File: config.mk
export PLATFORM = sky130hd
export DESIGN_NAME = irqFront
export DESIGN_NICKNAME = d
export VERILOG_FILES = /design/src/rtl/irqPkg.sv /design/src/rtl/irqDatapath.sv /design/src/rtl/irqControl.sv /design/src/rtl/irqFront.sv
export SDC_FILE = /design/constraint.sdc
export NUM_CORES = 1
export LEC_CHECK = 0
export ABC_AREA = 1
export BUFFER_PORTS_ARGS = -buffer_cell sky130_fd_sc_hd__buf_2
export CORE_MARGIN = 2
export CORE_UTILIZATION = 35
export DETAILED_ROUTE_END_ITERATION = 16
export PLACE_DENSITY_LB_ADDON = 0.12
export SYNTH_ARGS = -nofsm -noshare
export SYNTH_HDL_FRONTEND = slang
export SYNTH_SLANG_ARGS = --single-unit
File: constraint.sdc
create_clock -name clk -period 1.5 [get_ports clk]
set_input_delay 0.075 -clock clk [delete_from_list [all_inputs] [get_ports clk]]
set_output_delay 0.075 -clock clk [all_outputs]
set_load 0.01 [all_outputs]
File: src/rtl/irqPkg.sv
package irqPkg;
  localparam int NUM_SRC = 5;
  localparam int VEC_W   = 16;
  localparam int BYTE_W  = 8;
  localparam int SLOT_W  = 3;
  localparam int SLOT_SH = 3;

  // Source index: larger index means higher priority.
  localparam int SRC_EXT  = 0;
  localparam int SRC_LO   = 1;
  localparam int SRC_HI   = 2;
  localparam int SRC_EDGE = 3;
  localparam int SRC_NMI  = 4;

  localparam logic [VEC_W-1:0] VEC_NMI  = 16'h0024;
  localparam logic [VEC_W-1:0] VEC_EDGE = 16'h003C;
  localparam logic [VEC_W-1:0] VEC_HI   = 16'h0034;
  localparam logic [VEC_W-1:0] VEC_LO   = 16'h002C;

  typedef struct packed {
    logic [NUM_SRC-1:0] grant;
    logic               opTake;
    logic [SLOT_W-1:0]  opSlot;
  } ctrlStrobe_t;

  function automatic logic [VEC_W-1:0] slotVector(input logic [SLOT_W-1:0] slot);
    return {{(VEC_W-SLOT_W-SLOT_SH){1'b0}}, slot, {SLOT_SH{1'b0}}};
  endfunction
endpackage

File: src/rtl/irqDatapath.sv
module irqDatapath
  import irqPkg::*;
(
  input  logic               clk,
  input  logic               rstN,
  input  logic               nmiReq,
  input  logic               edgeReq,
  input  logic               lvlHiReq,
  input  logic               lvlLoReq,
  input  logic               extReq,
  input  logic               enableSet,
  input  logic               enableClr,
  input  logic               maskWe,
  input  logic [BYTE_W-1:0]  maskWord,
  input  ctrlStrobe_t        strobe,
  output logic [NUM_SRC-1:0] ready,
  output logic [BYTE_W-1:0]  statusByte,
  output logic               takeValid,
  output logic [VEC_W-1:0]   takeVector
);
  localparam int MASK_N = 3;

  logic enFlag;
  logic [MASK_N-1:0] maskBits;   // [2] edge, [1] high level, [0] low level
  logic edgePrev, edgePend, nmiPrev, nmiArm;
  logic edgeRise, nmiRise, maskLoad, edgeClrCmd, anyGrant;
  logic unusedSerial;

  assign edgeRise     = edgeReq & ~edgePrev;
  assign nmiRise      = nmiReq & ~nmiPrev;
  assign maskLoad     = maskWe & maskWord[3];
  assign edgeClrCmd   = maskWe & maskWord[4];
  assign anyGrant     = |strobe.grant;
  assign unusedSerial = ^maskWord[BYTE_W-1:5];

  always_ff @(posedge clk or negedge rstN) begin
    if (!rstN) begin
      edgePrev <= 1'b0;
      nmiPrev  <= 1'b0;
    end else begin
      edgePrev <= edgeReq;
      nmiPrev  <= nmiReq;
    end
  end

  always_ff @(posedge clk or negedge rstN) begin
    if (!rstN)                enFlag <= 1'b0;
    else if (anyGrant)        enFlag <= 1'b0;
    else if (enableClr)       enFlag <= 1'b0;
    else if (enableSet)       enFlag <= 1'b1;
  end

  always_ff @(posedge clk or negedge rstN) begin
    if (!rstN)         maskBits <= '1;
    else if (maskLoad) maskBits <= maskWord[MASK_N-1:0];
  end

  // A fresh edge wins over a clear in the same cycle, so no edge is lost.
  always_ff @(posedge clk or negedge rstN) begin
    if (!rstN)                                        edgePend <= 1'b0;
    else if (edgeRise)                                edgePend <= 1'b1;
    else if (strobe.grant[SRC_EDGE] || edgeClrCmd)    edgePend <= 1'b0;
  end

  always_ff @(posedge clk or negedge rstN) begin
    if (!rstN)                       nmiArm <= 1'b0;
    else if (strobe.grant[SRC_NMI])  nmiArm <= 1'b0;
    else if (!nmiReq)                nmiArm <= 1'b0;
    else if (nmiRise)                nmiArm <= 1'b1;
  end

  always_comb begin
    ready           = '0;
    ready[SRC_NMI]  = nmiArm & nmiReq;
    ready[SRC_EDGE] = edgePend & ~maskBits[2] & enFlag;
    ready[SRC_HI]   = lvlHiReq & ~maskBits[1] & enFlag;
    ready[SRC_LO]   = lvlLoReq & ~maskBits[0] & enFlag;
    ready[SRC_EXT]  = extReq & enFlag;
  end

  assign statusByte = {1'b0, edgePend, lvlHiReq, lvlLoReq, enFlag, maskBits};

  always_ff @(posedge clk or negedge rstN) begin
    if (!rstN) begin
      takeValid  <= 1'b0;
      takeVector <= '0;
    end else begin
      takeValid <= (|strobe.grant[NUM_SRC-1:1]) | strobe.opTake;
      if (strobe.grant[SRC_NMI])       takeVector <= VEC_NMI;
      else if (strobe.grant[SRC_EDGE]) takeVector <= VEC_EDGE;
      else if (strobe.grant[SRC_HI])   takeVector <= VEC_HI;
      else if (strobe.grant[SRC_LO])   takeVector <= VEC_LO;
      else if (strobe.opTake)          takeVector <= slotVector(strobe.opSlot);
    end
  end

  assert_accept_clears_enable_R6: assert property (@(posedge clk) disable iff (!rstN)
    anyGrant |=> !enFlag);

  assert_mask_load_R7: assert property (@(posedge clk) disable iff (!rstN)
    maskLoad |=> (maskBits == $past(maskWord[MASK_N-1:0])));

  assert_edge_pend_kept_R4: assert property (@(posedge clk) disable iff (!rstN)
    (edgePend && !strobe.grant[SRC_EDGE] && !edgeClrCmd) |=> edgePend);
endmodule

File: src/rtl/irqControl.sv
module irqControl
  import irqPkg::*;
(
  input  logic               clk,
  input  logic               rstN,
  input  logic [NUM_SRC-1:0] ready,
  input  logic               sampleEn,
  input  logic               opcodeValid,
  input  logic [BYTE_W-1:0]  opcodeIn,
  output ctrlStrobe_t        strobe,
  output logic               extAck
);
  typedef enum logic {ST_IDLE, ST_ACK} ackState_t;
  ackState_t state;

  logic [NUM_SRC-1:0] pick;
  logic opcodeOk;

  // Highest index that is ready wins.
  always_comb begin
    pick = '0;
    if (sampleEn && state == ST_IDLE) begin
      for (int i = 0; i < NUM_SRC; i++) begin
        if (ready[i]) pick = NUM_SRC'(1) << i;
      end
    end
  end

  assign opcodeOk = (opcodeIn[7:6] == 2'b11) && (opcodeIn[2:0] == 3'b111);

  always_comb begin
    strobe.grant  = pick;
    strobe.opTake = (state == ST_ACK) && opcodeValid && opcodeOk;
    strobe.opSlot = opcodeIn[5:3];
  end

  always_ff @(posedge clk or negedge rstN) begin
    if (!rstN) state <= ST_IDLE;
    else begin
      case (state)
        ST_IDLE: if (pick[SRC_EXT]) state <= ST_ACK;
        ST_ACK:  if (strobe.opTake) state <= ST_IDLE;
        default: state <= ST_IDLE;
      endcase
    end
  end

  assign extAck = (state == ST_ACK);

  assert_single_grant_R1: assert property (@(posedge clk) disable iff (!rstN)
    $onehot0(strobe.grant));

  assert_ext_grant_acks_R9: assert property (@(posedge clk) disable iff (!rstN)
    strobe.grant[SRC_EXT] |=> extAck);

  assert_no_grant_in_ack_R9: assert property (@(posedge clk) disable iff (!rstN)
    extAck |-> (strobe.grant == '0));

  assert_bad_opcode_holds_R10: assert property (@(posedge clk) disable iff (!rstN)
    (extAck && !strobe.opTake) |=> extAck);
endmodule

File: src/rtl/irqFront.sv
module irqFront
  import irqPkg::*;
(
  input  logic              clk,
  input  logic              rstN,
  input  logic              nmiReq,
  input  logic              edgeReq,
  input  logic              lvlHiReq,
  input  logic              lvlLoReq,
  input  logic              extReq,
  input  logic              sampleEn,
  input  logic              enableSet,
  input  logic              enableClr,
  input  logic              maskWe,
  input  logic [7:0]        maskWord,
  input  logic              opcodeValid,
  input  logic [7:0]        opcodeIn,
  output logic [7:0]        statusByte,
  output logic              takeValid,
  output logic [15:0]       takeVector,
  output logic              extAck
);
  ctrlStrobe_t strobe;
  logic [NUM_SRC-1:0] ready;

  irqDatapath i_datapath (
    .clk(clk), .rstN(rstN),
    .nmiReq(nmiReq), .edgeReq(edgeReq), .lvlHiReq(lvlHiReq),
    .lvlLoReq(lvlLoReq), .extReq(extReq),
    .enableSet(enableSet), .enableClr(enableClr),
    .maskWe(maskWe), .maskWord(maskWord),
    .strobe(strobe), .ready(ready), .statusByte(statusByte),
    .takeValid(takeValid), .takeVector(takeVector)
  );

  irqControl i_control (
    .clk(clk), .rstN(rstN), .ready(ready), .sampleEn(sampleEn),
    .opcodeValid(opcodeValid), .opcodeIn(opcodeIn),
    .strobe(strobe), .extAck(extAck)
  );
endmodule

==> results.toml, run 1 <==
[detailed_routing]
drt_iter0_markers = 4
viasPerCell = 4.38
num_vias = 744
dr.pass1.iters = 4
wire_per_inst_um = 9.62
ant_nets = 0
route.detailed.drc = 0
wl_um = 1640

[sta]
tns_ns = 0
fin_skew_ns = 0.00396
finalSetupViolCount = 0
hold_ws_ns = 0.0265
fmax_mhz = 802
rsz0062_at_grt = "false"
hold_violations = 0
slew_violations = 0
finalCriticalPeriod_ns = 1.25
fin_crit_sh_pct = 83.1

[synthesis]
synth.distinct_cells = 23
ys_seq_area_share_pct = 42.5
synth_warnings = 0
synth_area_um2 = 833
netlist_instances = 103
ys_ff_latch = 14
avgSynthCellArea_um2 = 8.09

[cts]
clk_pin_slew_ns = 0.09
cts_tree = "built"
clock_sinks = 14
clockBufferDepth = 2
h-tree-depth = 1
clkLatencyLatePin_ns = 0.28
cts-root-buf = "clkbuf_4"
cts_buffers = 3
cts_hold_buffers = 3
cts.repair.resized = 0
post_cts_buffers = 0

[setup_path]
setup.worst_path.start_class = "input pin"
crit_path_end_kind = "flop"
crit_required_ns = 1.67
cp_data_arrival_time_ns = 1.42
critical_path_class = "input pin to flop"
worstPathMaxFanout = 5

[worst_hold_path]
worstHoldPathType = "input pin to flop"

[placement]
port_buffers = 37
hpwlAfterDp_um = 1360
place_congestion = 0.697

[die]
core_mm2 = 0.00223
die_y_um = 52.8
start_util_pct = 37.3
fp.dieW_um = 52.8
dieArea_mm2 = 0.00279
rows = 17
io_pins = 54

[global_routing]
grt_pass1_vias = 637
gr-usage-all-layers_pct = 13.0
grt_overflow_total = 0
grt_max_degree = 15
antenna_found_initial = 0
grt_pass1_wl_um = 2570

[finish]
nFillCells = 255
n_antenna_cell = 0
final_util_pct = 46.0
drive_gt1_share_pct = 37.3
seqCellArea_um2 = 354
area_delta_synth_final_pct = 23.3
multi_input_area_um2 = 367
nets = 171

[outcome]
status = "completed"

[power]
power_leakage_nw = 0.578
powerDensity_mw_per_mm2 = 1000
ir_drop_v = 0.000481

[flow_run]
max-cap-violations = 0
-- synthesized netlist by cell type (all sizes together) --
cell type / n / area, um^2
nand3b: 1 / 7.51
dfrtp: 11 / 275
buf: 17 / 128
o21bai: 2 / 18.8
conb: 1 / 3.75
mux2: 1 / 11.3
dfstp: 3 / 78.8
nand2: 25 / 106
and3: 1 / 6.26
o22ai: 1 / 6.26
inv: 8 / 30.0
nor2: 17 / 73.8
nand4: 2 / 12.5
a21oi: 4 / 20.0
o21ai: 1 / 5.00
nand3: 8 / 50.1
-- stage by stage --
step | power, W | std cells | worst slack (ns) | cell area [um^2]
after CTS | 0.00105 | 170 | 0.232 | 1030
final | 0.00103 | 170 | 0.253 | 1030
after detailed placement | 0.000813 | 163 | 0.268 | 971
after global routing | 0.00111 | 170 | 0.134 | 1030
after floorplan | 0.000720 | 115 | 0.330 | 878
after global placement | 0.000807 | 163 | 0.285 | 971
-- worst paths after layout --
| check | from | end | slack, ns | cells past startpoint |
|---|---|---|---|---|
| setup / recovery | nmiReq | i_datapath.takeVector[5]$_DFFE_PN0P_ | 0.25 | 7 |
| hold / removal | enableClr | i_datapath.enFlag$_DFFE_PN0P_ | 0.03 | 4 |
| setup reg to reg | i_datapath.maskBits[2]$_DFFE_PN1P_ | i_datapath.takeVector[5]$_DFFE_PN0P_ | 0.28 | 6 |
| hold reg to reg | i_datapath.edgePrev$_DFF_PN0_ | i_datapath.edgePend$_DFFE_PN0P_ | 0.43 | 1 |
| max in group asynchronous | rstN | i_datapath.maskBits[1]$_DFFE_PN1P_ | 1.00 | 2 |
| min in group asynchronous | rstN | i_datapath.nmiArm$_DFFE_PN0P_ | 0.21 | 2 |
-- flip-flops by register name, summed over array words and instances (netlist names) --
register	cells
i_datapath.edgePrev	1
i_datapath.nmiArm	1
i_datapath.enFlag	1
i_datapath.nmiPrev	1
i_datapath.maskBits	3
i_datapath.takeValid	1
i_control.extAck	1
i_datapath.edgePend	1
i_datapath.takeVector	4
-- layer usage --
| layer | global-route usage, % | routed length (um) | vias up |
|---|---|---|---|
| li1 | - | - | 376 |
| met1 | 14.8 | 703 | 334 |
| met2 | 21.9 | 771 | 30 |
| met3 | 2.29 | 125 | 4 |
| met4 | 8.97 | 34 | 0 |
| met5 | 0 | 0 | - |
-- kinds of logic (layout without fill, tap and decap cells) --
logic type | count (synthesis) | in the layout | synth area share, %
AND/OR/NAND/NOR | 54 | 54 | 30.8
buffers and inverters | 25 | 52 | 18.9
flip-flops | 14 | 14 | 42.5
AO/OA/AOI/OAI | 8 | 8 | 6.01
other | 1 | 13 | 0.450
multiplexers | 1 | 1 | 1.35
-- worst max-delay path: stages --
cell and delay (ns):
dlygate4sd3_1 0.53, buf_2 0.13, nand2_1 0.10, inv_2 0.07
o21bai_2 0.25, nand2_1 0.11, o21bai_1 0.16
-- area by class of cell --
cell class	count	area share, %
tap	28	3.41
multi-input combinational	76	35.7
sequential	14	34.5
timing repair buffer	40	20.9
inverter	8	2.92
clock buffer	4	2.56
-- cells in the final DEF, fill, tap and decap left out, drive strengths merged --
master,instances
a21oi,4
and3,1
buf,37
clkbuf,4
conb,13
dfrtp,11
dfstp,3
dlygate4sd3,3
inv,8
mux2,1
nand2,25
nand3,8
nand3b,1
nand4,2
nor2,17
o21ai,1
o21bai,2
o22ai,1
-- power breakdown --
group          total [W]  switching [W]  internal, W
sequential      0.000495      0.0000450     0.000450
clock           0.000225       0.000122     0.000103
combinational   0.000310       0.000175     0.000135
Note: power is estimated with default switching activity, not from simulation.
==> run 2: changes to the inputs <==
Clock period 1.5 ns to 1 ns, I/O delays scaled along.
==> results.toml, run 2 (same netlist as run 1, synthesis figures left out) <==
[sta]
fin_skew_ns = 0.00485
finalCriticalPeriod_ns = 1.16
slew_violations = 0
setup_ws_ns = -0.162
rsz0062_at_grt = "true"
fin_crit_sh_pct = 116
hold_violations = 0
finalSetupViolCount = 11
fmax_mhz = 861
hold_ws_ns = 0.0127

[detailed_routing]
drt_iter0_markers = 8
viasPerCell = 4.33
ant_nets = 0
route.detailed.drc = 0
num_vias = 788
wl_um = 1830
dr.pass1.iters = 4
wire_per_inst_um = 10.0

[finish]
seqCellArea_um2 = 355
multi_input_area_um2 = 450
largest_reg_flops = 4
nFillCells = 215
nets = 183
finalNonFillerCells = 182
largest-register = "i_datapath.takeVector"
final_common_cell = "buf_2"
n_antenna_cell = 0
final_cell_mix = "buf_2 (33), nand2_1 (17), conb_1 (13)"
final_util_pct = 56.2
largestRegisters = "i_datapath.takeVector: 4 flops, i_datapath.maskBits: 3 flops"
area_delta_synth_final_pct = 50.8
drive_gt1_share_pct = 53.2

[placement]
place_congestion = 0.726
hpwlAfterDp_um = 1380
dp_cells = 171
port_buffers = 37

[power]
ir_drop_v = 0.000934
powerDensity_mw_per_mm2 = 1440
p_total_w = 0.00181
power_leakage_nw = 0.670

[cts]
cts-root-buf = "clkbuf_4"
clk_pin_slew_ns = 0.09
clkLatencyLatePin_ns = 0.28
clockBufferDepth = 2
h-tree-depth = 1
clock_sinks = 14
cts_buffers = 3
cts_tree = "built"

[setup_path]
cp_data_arrival_time_ns = 1.35
critical_path_class = "flop to flop"
setup.worst_path.start_class = "flop"
crit_path_end_kind = "flop"
crit_required_ns = 1.18
worstPathMaxFanout = 6

[outcome]
status = "complete, but fails checks"
violations = "negative setup slack"

[worst_hold_path]
worstHoldPathType = "input pin to flop"

[flow_run]
max-cap-violations = 0

[die]
rows = 17
die_y_um = 52.8
io_pins = 54
core_mm2 = 0.00223
dieArea_mm2 = 0.00279
start_util_pct = 37.3
fp.dieW_um = 52.8

[global_routing]
grt_overflow_total = 0
grt_pass1_vias = 712
grt_pass1_wl_um = 2920
grt_max_degree = 15
antenna_found_initial = 0
gr-usage-all-layers_pct = 14.6
-- run 2: metal layers --
layer	routed length, um	vias up	track usage [%]
met5	0	-	0
met4	10	0	6.41
met3	104	2	2.57
met2	925	28	24.4
met1	788	354	18.1
li1	-	404	-
-- run 2: per-stage QoR --
stage,setup WS (ns),instance area [um^2],TNS [ns]
floorplan,-0.141,888,-0.483
global placement,-0.181,1040,-0.769
detailed placement,-0.227,1040,-1.02
CTS,-0.180,1230,-1.14
global route,-0.230,1260,-1.73
finish,-0.162,1260,-0.963
-- run 2: cell type report --
cell class	instances	share of cell area [%]
Clock buffer	4	2.89
Inverter	8	2.39
Multi-Input combinational cell	76	35.9
Sequential cell	14	28.3
Tap cell	28	2.79
Timing Repair Buffer	52	27.8
-- run 2: repair_timing --
item | 4_1_cts | 5_1_grt
hold buffers | 6 | 0
pin swaps | 6 | 8
buffers inserted | 2 | 0
setup endpoints to repair | 14 | 15
endpoints found under the hold margin | 19 | 0
resized for setup | 18 | 9
-- run 2: critical path, stage by stage, from the launching register on --
cell	delay [ns]
dfstp_2	0.55
inv_2	0.04
nand3_2	0.09
nand2_4	0.07
nand2_4	0.10
nand3_4	0.10
nand3_2	0.07
nand2_1	0.05
-- run 2: final timing paths --
| path | slack, ns | end | from | cells past startpoint |
|---|---|---|---|---|
| max | -0.16 | i_datapath.takeVector[3]$_DFFE_PN0P_ | i_datapath.maskBits[2]$_DFFE_PN1P_ | 7 |
| min | 0.01 | i_datapath.nmiArm$_DFFE_PN0P_ | nmiReq | 3 |
| max reg2reg | -0.16 | i_datapath.takeVector[3]$_DFFE_PN0P_ | i_datapath.maskBits[2]$_DFFE_PN1P_ | 7 |
| min reg2reg | 0.43 | i_datapath.edgePend$_DFFE_PN0P_ | i_datapath.edgePrev$_DFF_PN0_ | 1 |
| max in group asynchronous | 0.52 | i_datapath.maskBits[1]$_DFFE_PN1P_ | rstN | 2 |
| min in group asynchronous | 0.18 | i_datapath.nmiArm$_DFFE_PN0P_ | rstN | 2 |
-- run 2: where the power goes --
part | internal (W) | switching [W]
logic | 0.000308 | 0.000319
registers | 0.000677 | 0.0000842
clock network | 0.000222 | 0.000198
total | 0.00121 | 0.000602
==> run 3: changes to the inputs <==
Settings changed: CORE_MARGIN 2 to default, REMOVE_ABC_BUFFERS from default to 1.
Clock period 1 ns to 1.35 ns, I/O delays scaled along.
==> results.toml, run 3 (same netlist as run 1, synthesis figures left out) <==
[finish]
largest_reg_flops = 4
final_common_cell = "buf_2"
largestRegisters = "i_datapath.takeVector: 4 flops, i_datapath.maskBits: 3 flops"
nets = 172
final_cell_mix = "buf_2 (37), nand2_1 (22), nor2_1 (15)"
multi_input_area_um2 = 367
nFillCells = 253
largest-register = "i_datapath.takeVector"
seqCellArea_um2 = 354
drive_gt1_share_pct = 38.5
n_antenna_cell = 0
area_delta_synth_final_pct = 25.4
finalNonFillerCells = 171

[worst_hold_path]
worstHoldStart = "enableClr"
hold_path_end = "i_datapath.enFlag$_DFFE_PN0P_"
worstHoldPathType = "input pin to flop"
min_path_cells = 4

[die]
rows = 17
core_mm2 = 0.00223
die_y_um = 50.8
io_pins = 54
start_util_pct = 37.3
dieArea_mm2 = 0.00258
fp.dieW_um = 50.8

[global_routing]
grt_pass1_wl_um = 2700
grt_overflow_total = 0
grt_pass1_vias = 658
antenna_found_initial = 0
gr-usage-all-layers_pct = 14.7
grt_max_degree = 15

[cts]
clock_sinks = 14
cts_buffers = 3
clk_pin_slew_ns = 0.09
clkLatencyLatePin_ns = 0.27
h-tree-depth = 1
clockBufferDepth = 2
cts_tree = "built"
cts.repair.resized = 0
cts-root-buf = "clkbuf_4"

[sta]
finalCriticalPeriod_ns = 1.24
finalSetupViolCount = 0
fin_skew_ns = 0.00147
slew_violations = 0
rsz0062_at_grt = "false"
hold_violations = 0
fin_crit_sh_pct = 91.9
tns_ns = 0
fmax_mhz = 806

[placement]
dp_cells = 164
port_buffers = 37
place_congestion = 0.734
hpwlAfterDp_um = 1300

[power]
ir_drop_v = 0.000468
power_leakage_nw = 0.588
powerDensity_mw_per_mm2 = 1150

[detailed_routing]
dr.pass1.iters = 3
wl_um = 1640
wire_per_inst_um = 9.57
ant_nets = 0
route.detailed.drc = 0
viasPerCell = 4.26
num_vias = 728
drt_iter0_markers = 10

[setup_path]
cp_data_arrival_time_ns = 1.40
reg2reg_to = "i_datapath.takeVector[5]$_DFFE_PN0P_"
crit_required_ns = 1.51
setup.worst_path.start_class = "flop"
critical_path_class = "flop to flop"
r2r_cells = 6
crit_path_end_kind = "flop"
worstPathMaxFanout = 6
r2r_slack_ns = 0.11
timing.rr.start = "i_datapath.maskBits[2]$_DFFE_PN1P_"

[outcome]
status = "completed"

[flow_run]
max-cap-violations = 0
run 3: stage by stage:
step / util, % / hold WS, ns / setup slack, ns / total power [W] / instance area (um^2)
2_1_floorplan: - / -0.228 / 0.179 / 0.000756 / 751
3_3_place_gp: 43.8 / -0.0145 / 0.127 / 0.000899 / 978
3_5_place_dp: 43.8 / -0.0100 / 0.123 / 0.000904 / 978
4_1_cts: 46.8 / 0.00985 / 0.106 / 0.00122 / 1040
5_1_grt: 46.8 / 0.0165 / 0.0132 / 0.00129 / 1040
6_report: 46.8 / 0.0196 / 0.110 / 0.00120 / 1040
run 3: critical path, cell delays in order (launching register included):
cell	delay, ns
dfstp_2	0.55
inv_1	0.05
nand3_1	0.09
nand2_2	0.09
nand2_4	0.09
nand2_1	0.09
o21bai_1	0.17
run 3: timing repair:
item / CTS / global route
buffers inserted: 0 / 0
endpoints found under the hold margin: 16 / 0
hold buffers: 3 / 0
run 3: cell type report:
cell class / instances / area share (%)
multi-input cells: 76 / 35.1
flip-flops and latches: 14 / 33.9
repair buffers: 41 / 21.3
clock buffers: 4 / 3.47
well taps: 28 / 3.35
inverters: 8 / 2.87
run 3: worst max-delay path by stage:
stage | startpoint | depth (start not counted) | to | slack (ns)
floorplan | i_datapath.maskBits[2]$_DFFE_PN1P_ | 6 | i_datapath.takeVector[5]$_DFFE_PN0P_ | 0.18
global placement | i_datapath.maskBits[2]$_DFFE_PN1P_ | 6 | i_datapath.takeVector[5]$_DFFE_PN0P_ | 0.13
detailed placement | i_datapath.maskBits[2]$_DFFE_PN1P_ | 6 | i_datapath.takeVector[5]$_DFFE_PN0P_ | 0.12
CTS | i_datapath.maskBits[2]$_DFFE_PN1P_ | 6 | i_datapath.takeVector[5]$_DFFE_PN0P_ | 0.11
global route | i_datapath.enFlag$_DFFE_PN0P_ | 6 | i_datapath.takeVector[4]$_DFFE_PN0P_ | 0.01
finish | i_datapath.maskBits[2]$_DFFE_PN1P_ | 6 | i_datapath.takeVector[5]$_DFFE_PN0P_ | 0.11
run 3: report_power, final:
part	switching, W	leakage, nW	total [W]	internal [W]
sequential	0.0000506	0.159	0.000551	0.000501
clock	0.000139	0.0210	0.000302	0.000164
combinational	0.000195	0.408	0.000347	0.000152
total	0.000384	0.588	0.00120	0.000816
run 3: routing by layer:
layer | vias up | track usage, % | part of all wire [%]
met3 | 2 | 2.73 | 4.7
met4 | 0 | 8.33 | 0.98
met2 | 26 | 23.8 | 48
met1 | 324 | 18.1 | 47
li1 | 376 | - | -
met5 | - | 0 | 0
